--- config.mk ---
export PLATFORM = sky130hd
export DESIGN_NAME = clock_time_chain
export DESIGN_NICKNAME = d
export VERILOG_FILES = /design/src/rtl/clk_time_pkg.sv /design/src/rtl/ct_digit.sv /design/src/rtl/ct_sexa_stage.sv /design/src/rtl/ct_hour_stage.sv /design/src/rtl/clock_time_chain.sv
export SDC_FILE = /design/constraint.sdc
export NUM_CORES = 1
export LEC_CHECK = 0
export BUFFER_PORTS_ARGS = -buffer_cell sky130_fd_sc_hd__buf_2
export CAP_MARGIN = 20
export CORE_MARGIN = 2
export CORE_UTILIZATION = 48
export CTS_CLUSTER_SIZE = 28
export DETAILED_ROUTE_END_ITERATION = 7
export PLACE_DENSITY = 0.86
export RECOVER_POWER = 25
export SLEW_MARGIN = 30
export SYNTH_ARGS = -nofsm -noshare
export SYNTH_HDL_FRONTEND = slang
export SYNTH_SLANG_ARGS = --single-unit
--- constraint.sdc ---
create_clock -name clk -period 1.9 [get_ports clk]
set_clock_uncertainty 0.2 [all_clocks]
set_input_delay 0.38 -clock clk [delete_from_list [all_inputs] [get_ports clk]]
set_output_delay 0.38 -clock clk [all_outputs]
set_load 0.005 [all_outputs]
--- src/rtl/clk_time_pkg.sv ---
package clk_time_pkg;
   localparam int unsigned BCD_W      = 4;
   localparam int unsigned UNITS_LAST = 9;
   localparam int unsigned TENS_LAST  = 5;
   localparam int unsigned HOUR_FIRST = 1;
   localparam int unsigned HOUR_LAST  = 12;

   typedef logic [BCD_W-1:0] bcd_t;
endpackage

--- src/rtl/ct_digit.sv ---
module ct_digit #(
   parameter int unsigned W       = 4,
   parameter int unsigned LAST    = 9,
   parameter int unsigned RST_VAL = 0
) (
   input  logic         clk,
   input  logic         rst,
   input  logic         en,
   output logic [W-1:0] q,
   output logic         at_last,
   output logic         tc
);
   localparam logic [W-1:0] LAST_V = W'(LAST);
   localparam logic [W-1:0] RST_V  = W'(RST_VAL);

   initial begin
      assert (LAST < (2 ** W)) else $error("ct_digit: LAST does not fit in W");
      assert (RST_VAL <= LAST) else $error("ct_digit: RST_VAL above LAST");
   end

   assign at_last = (q == LAST_V);
   assign tc      = en & at_last;

   generate
      if (LAST == (2 ** W) - 1) begin : g_full
         always_ff @(posedge clk) begin
            if (rst)     q <= RST_V;
            else if (en) q <= q + 1'b1;
         end
      end else begin : g_trunc
         always_ff @(posedge clk) begin
            if (rst)
               q <= RST_V;
            else if (en) begin
               if (q >= LAST_V) q <= '0;
               else             q <= q + 1'b1;
            end
         end
      end
   endgenerate

   assert_range_R4: assert property (@(posedge clk) disable iff (rst) q <= LAST_V);
   assert_wrap_R3:  assert property (@(posedge clk) disable iff (rst)
                                     (en && q == LAST_V) |=> (q == '0));
   assert_hold_R2:  assert property (@(posedge clk) disable iff (rst)
                                     !en |=> $stable(q));
endmodule

--- src/rtl/ct_sexa_stage.sv ---
module ct_sexa_stage
   import clk_time_pkg::*;
#(
   parameter int unsigned W = BCD_W
) (
   input  logic         clk,
   input  logic         rst,
   input  logic         en_in,
   output logic [W-1:0] units,
   output logic [W-1:0] tens,
   output logic         tc_out
);
   logic units_last, units_tc, tens_last, tens_tc;

   ct_digit #(.W(W), .LAST(UNITS_LAST), .RST_VAL(0)) u_units (
      .clk(clk), .rst(rst), .en(en_in),
      .q(units), .at_last(units_last), .tc(units_tc));

   ct_digit #(.W(W), .LAST(TENS_LAST), .RST_VAL(0)) u_tens (
      .clk(clk), .rst(rst), .en(units_tc),
      .q(tens), .at_last(tens_last), .tc(tens_tc));

   assign tc_out = tens_tc;

   assert_tc_R5: assert property (@(posedge clk) disable iff (rst)
                                  tc_out |-> (en_in && units == W'(9) && tens == W'(5)));
   assert_tens_step_R3: assert property (@(posedge clk) disable iff (rst)
                                  (en_in && units != W'(9)) |=> $stable(tens));
   assert_rollover_R4: assert property (@(posedge clk) disable iff (rst)
                                  tc_out |=> (units == '0 && tens == '0));
endmodule

--- src/rtl/ct_hour_stage.sv ---
module ct_hour_stage
   import clk_time_pkg::*;
#(
   parameter int unsigned W = BCD_W
) (
   input  logic         clk,
   input  logic         rst,
   input  logic         en_in,
   output logic [W-1:0] units,
   output logic         tens,
   output logic         tc_out
);
   localparam logic [W-1:0] FIRST_U = W'(HOUR_FIRST % 10);
   localparam logic [W-1:0] LAST_U  = W'(HOUR_LAST % 10);
   localparam logic [W-1:0] NINE    = W'(UNITS_LAST);

   initial begin
      assert (W >= 4) else $error("ct_hour_stage: W below 4");
      assert (HOUR_LAST >= 10 && HOUR_LAST < 20) else $error("ct_hour_stage: bad HOUR_LAST");
   end

   logic at_last;
   assign at_last = tens && (units == LAST_U);
   assign tc_out  = en_in & at_last;

   always_ff @(posedge clk) begin
      if (rst) begin
         units <= LAST_U;
         tens  <= 1'b1;
      end else if (en_in) begin
         if (at_last) begin
            units <= FIRST_U;
            tens  <= 1'b0;
         end else if (units == NINE) begin
            units <= '0;
            tens  <= 1'b1;
         end else if (units > NINE) begin
            units <= '0;
         end else begin
            units <= units + 1'b1;
         end
      end
   end

   assert_hr_wrap_R7: assert property (@(posedge clk) disable iff (rst)
                                       (en_in && tens && units == W'(2)) |=> (units == W'(1) && !tens));
   assert_hr_ten_R6:  assert property (@(posedge clk) disable iff (rst)
                                       (en_in && units == W'(9)) |=> (units == '0 && tens));
   assert_hr_hold_R2: assert property (@(posedge clk) disable iff (rst)
                                       !en_in |=> ($stable(units) && $stable(tens)));
endmodule

--- src/rtl/clock_time_chain.sv ---
module clock_time_chain
   import clk_time_pkg::*;
#(
   parameter int unsigned N_SEXA  = 2,
   parameter int unsigned DIGIT_W = BCD_W
) (
   input  logic                    clk,
   input  logic                    rst,
   input  logic                    cnt_en,
   output logic [N_SEXA*DIGIT_W-1:0] ms_units,
   output logic [N_SEXA*DIGIT_W-1:0] ms_tens,
   output logic [N_SEXA-1:0]       ms_tc,
   output logic [DIGIT_W-1:0]      hr_units,
   output logic                    hr_tens,
   output logic                    hr_tc
);
   initial begin
      assert (N_SEXA >= 1) else $error("clock_time_chain: N_SEXA must be at least 1");
      assert (DIGIT_W >= 4) else $error("clock_time_chain: DIGIT_W must be at least 4");
   end

   logic [N_SEXA:0] chain_en;
   assign chain_en[0] = cnt_en;

   generate
      for (genvar i = 0; i < N_SEXA; i++) begin : g_sexa
         ct_sexa_stage #(.W(DIGIT_W)) u_stage (
            .clk   (clk),
            .rst   (rst),
            .en_in (chain_en[i]),
            .units (ms_units[i*DIGIT_W +: DIGIT_W]),
            .tens  (ms_tens[i*DIGIT_W +: DIGIT_W]),
            .tc_out(ms_tc[i]));
         assign chain_en[i+1] = ms_tc[i];
      end
   endgenerate

   ct_hour_stage #(.W(DIGIT_W)) u_hours (
      .clk   (clk),
      .rst   (rst),
      .en_in (chain_en[N_SEXA]),
      .units (hr_units),
      .tens  (hr_tens),
      .tc_out(hr_tc));

   assert_reset_R1: assert property (@(posedge clk)
                                     rst |=> (ms_units == '0 && ms_tens == '0 &&
                                              hr_units == DIGIT_W'(2) && hr_tens));
   assert_hr_tc_R8: assert property (@(posedge clk) disable iff (rst)
                                     hr_tc |-> (ms_tc[N_SEXA-1] && hr_tens && hr_units == DIGIT_W'(2)));
   assert_cascade_R5: assert property (@(posedge clk) disable iff (rst)
                                     !cnt_en |-> (ms_tc == '0 && !hr_tc));
endmodule

==> key figures <==
Drt
  – Top Metal Used: met4
  – Metal-1 WL: 1284 um
  – Post-route ant nets: 0
  – Drt drc: 0
  – DR iter-0 viols: 15
  – Avg WL per Cell: 14.89 um
  – DRT Pass-1 Iters: 4
  – DR vias/cell: 5.422
  – Final wirelength: 3246 um
  – Vias post-DR: 1182
  – WL met3: 97 um
  – Met2 WL: 1801 um

Status
  – Failing checks: setup timing
  – Status: finished, violations left

STA
  – Fmax: 469.4 MHz
  – Fin. max-slew vios: 0
  – Final period util: 112.1%
  – RSZ-0062 raised after global routing: yes
  – Worst hold slack: 188.5 ps
  – Setup WS post-layout: -230.4 ps
  – Rel. slew slack: 78.91%
  – Worst-Margin Slew: 313.6 ps
  – Final setup fails: 6
  – Final number of hold-violating endpoints: 0
  – Final min period: 2130 ps

GRT
  – Global-route wire length before repair: 4471 um
  – GRT Residual Overflow: 0
  – Initial antenna violation count: 0
  – GRT Resource Usage Total: 21.20%
  – Vias in the first global route: 1061
  – Largest net degree at the start of global routing: 13

Critical path
  – WS Path Type: reg -> out
  – Critical Path Fanout Max: 3
  – Worst setup EP type: primary output
  – CP Launch Type: flop
  – Critical path arrival: 1550 ps
  – CP required: 1320 ps

Placement
  – Cell area after placement: 1480 sq um
  – Post-DP HPWL: 2184 um
  – DP Worst Slack: -127.3 ps
  – # port buffers: 26
  – Routability Congestion: 0.7908

Clock network
  – Clk slew on worst S/H paths: 110 ps
  – Num Clock Sinks: 21
  – Root Buffer: clkbuf_4
  – CTS Buffer Depth: 2
  – Clock latency on the worst-skew pair: 310 ps
  – H-tree Lvls: 1
  – CTS Buf Count: 3
  – Hold-fix buffers, CTS: 0
  – CTS tree: yes

Synthesis
  – Count leader, synth: dfxtp_1
  – Synthesized net count: 156
  – Synth area leaders: dfxtp_1 (33%), ha_1 (16%), a21oi_1 (4.8%), nor2_1 (3.9%), inv_1 (3.3%)
  – Syn Inst Count: 137
  – Asr flop ratio synth: 0%
  – Synth cell types: 36
  – Synthesized flop and latch total: 21
  – Largest area contributor in the netlist: dfxtp_1
  – Mapped Avg Cell Area: 9.169 sq um
  – Area fraction of the dominant cell type after synthesis: 33.47%
  – Seq/Total Area, Yosys: 33.47%
  – Synth Flop Type: dfxtp_1
  – Number of synthesized flops with an enable pin: 0
  – Synth warn: 0
  – Synth Cell Area: 1256 sq um
  – Post-synth top cells: dfxtp_1 (21), ha_1 (16), nor2_1 (13)

Min path
  – Hold Path Class: in -> reg

Flow run
  – Max Cap Viol: 0

Finish
  – Final Net Count: 208
  – Diodes inserted: 0
  – Share of cells above drive strength 1: 43.62%
  – Final instance area: 1678 sq um
  – Post-layout util: 67.73%
  – Post-synthesis to final-layout area growth: 33.57%

Power
  – Pwr dens: 429.2 nW/um^2
  – LEAKAGE: 0.8190 nW
  – VDD IR max: 0.3624 mV
  – PnR Total Power: 0.0007202 W

Die
  – Initial Utilization: 50.71%
  – Die Width: 55.16 um
  – Die height: 55.16 um
  – Core Box Area: 2477 sq um
  – Rows: 18
  – Number of I/O pins: 27
  – Die area: 3042 sq um
==> final cells by class <==
class | count | area, sq um
Inverter | 12 | 47.55
Fill cell | 208 | 799.5
Timing Repair Buffer | 54 | 362.8
Multi-Input combinational cell | 97 | 775.7
Tap cell | 30 | 37.54
Sequential cell | 21 | 427.9
Clock buffer | 4 | 26.28
==> cell families (layout without fill, tap and decap cells) <==
group                    count (synthesis)  count (layout)  share of synthesized area, %
flip-flops                              21              21                         33.47
AO/OA/AOI/OAI                           27              27                         14.94
adder cells (fa/ha/maj)                 16              16                         15.94
AND/OR/NAND/NOR                         46              46                         21.81
XOR/XNOR                                 7               7                         4.881
buffers and inverters                   19              70                         8.166
multiplexers                             1               1                        0.7968
==> state kept, by name (all words and copies together) (netlist names) <==
signal	flops
g_sexa.u_stage.u_units.q	8
u_hours.tens	1
g_sexa.u_stage.u_tens.q	8
u_hours.units	4
==> per-layer routing <==
metal | vias to the layer above | track usage [%]
met1 | 578 | 22.68
li1 | 571 | -
met2 | 24 | 40.28
met3 | 9 | 4.032
met4 | 0 | 8.537
met5 | - | 0
==> critical path, cell delays in order (launching register included) <==
cell and delay, ps:
dfxtp_2 340, inv_2 70, ha_2 170, and3b_2 240, nand4_4 120, inv_4 70, and2_4 140, buf_6 90
==> what timing repair did <==
item,in CTS,in global routing
setup buffers,5,8
pin swaps,0,2
endpoints found under the hold margin,0,0
endpoints found under the setup margin,8,10
resized for setup,23,5
==> final timing paths <==
| check | cells past startpoint | startpoint | end | slack, ps |
|---|---|---|---|---|
| worst max-delay path | 7 | g_sexa[1].u_stage.u_units.q[1] | hr_tc | -230 |
| worst min-delay path | 2 | rst | g_sexa[0].u_stage.u_units.q[0] | 190 |
| worst max register to register | 6 | u_hours.units[1] | u_hours.units[2] | -90 |
| worst min register to register | 2 | u_hours.tens | u_hours.tens | 360 |
==> stage by stage <==
| stage | cells | setup TNS (ps) |
|---|---|---|
| final | 218 | -761.6 |
| after global placement | 201 | -2.655 |
| after detailed placement | 201 | -217.7 |
| after CTS | 210 | -672.9 |
| after floorplan | 137 | 0 |
| after global routing | 218 | -1375 |
==> layout by cell type, fill, tap and decap left out, types with 2 or more instances in the layout <==
cell type,count
buf_4,26
buf_2,20
dfxtp_1,15
nor2_1,13
ha_1,13
a21oi_1,11
inv_1,8
nand2_1,8
dfxtp_2,6
buf_6,5
nand3_1,4
nand2b_1,4
xor2_1,4
clkbuf_1,4
inv_2,3
a41oi_1,3
a211oi_1,3
xnor2_1,3
clkbuf_4,3
and3b_2,2
and2_4,2
or3b_2,2
o21bai_1,2
nor3_1,2
nand4b_1,2
a21o_1,2
ha_2,2
==> where the power goes <==
part	switching [W]	internal [W]
Clock	0.000136	0.0000820
Sequential	0.00000306	0.000444
Combinational	0.0000288	0.0000266
(Power assumes the default switching activity.)
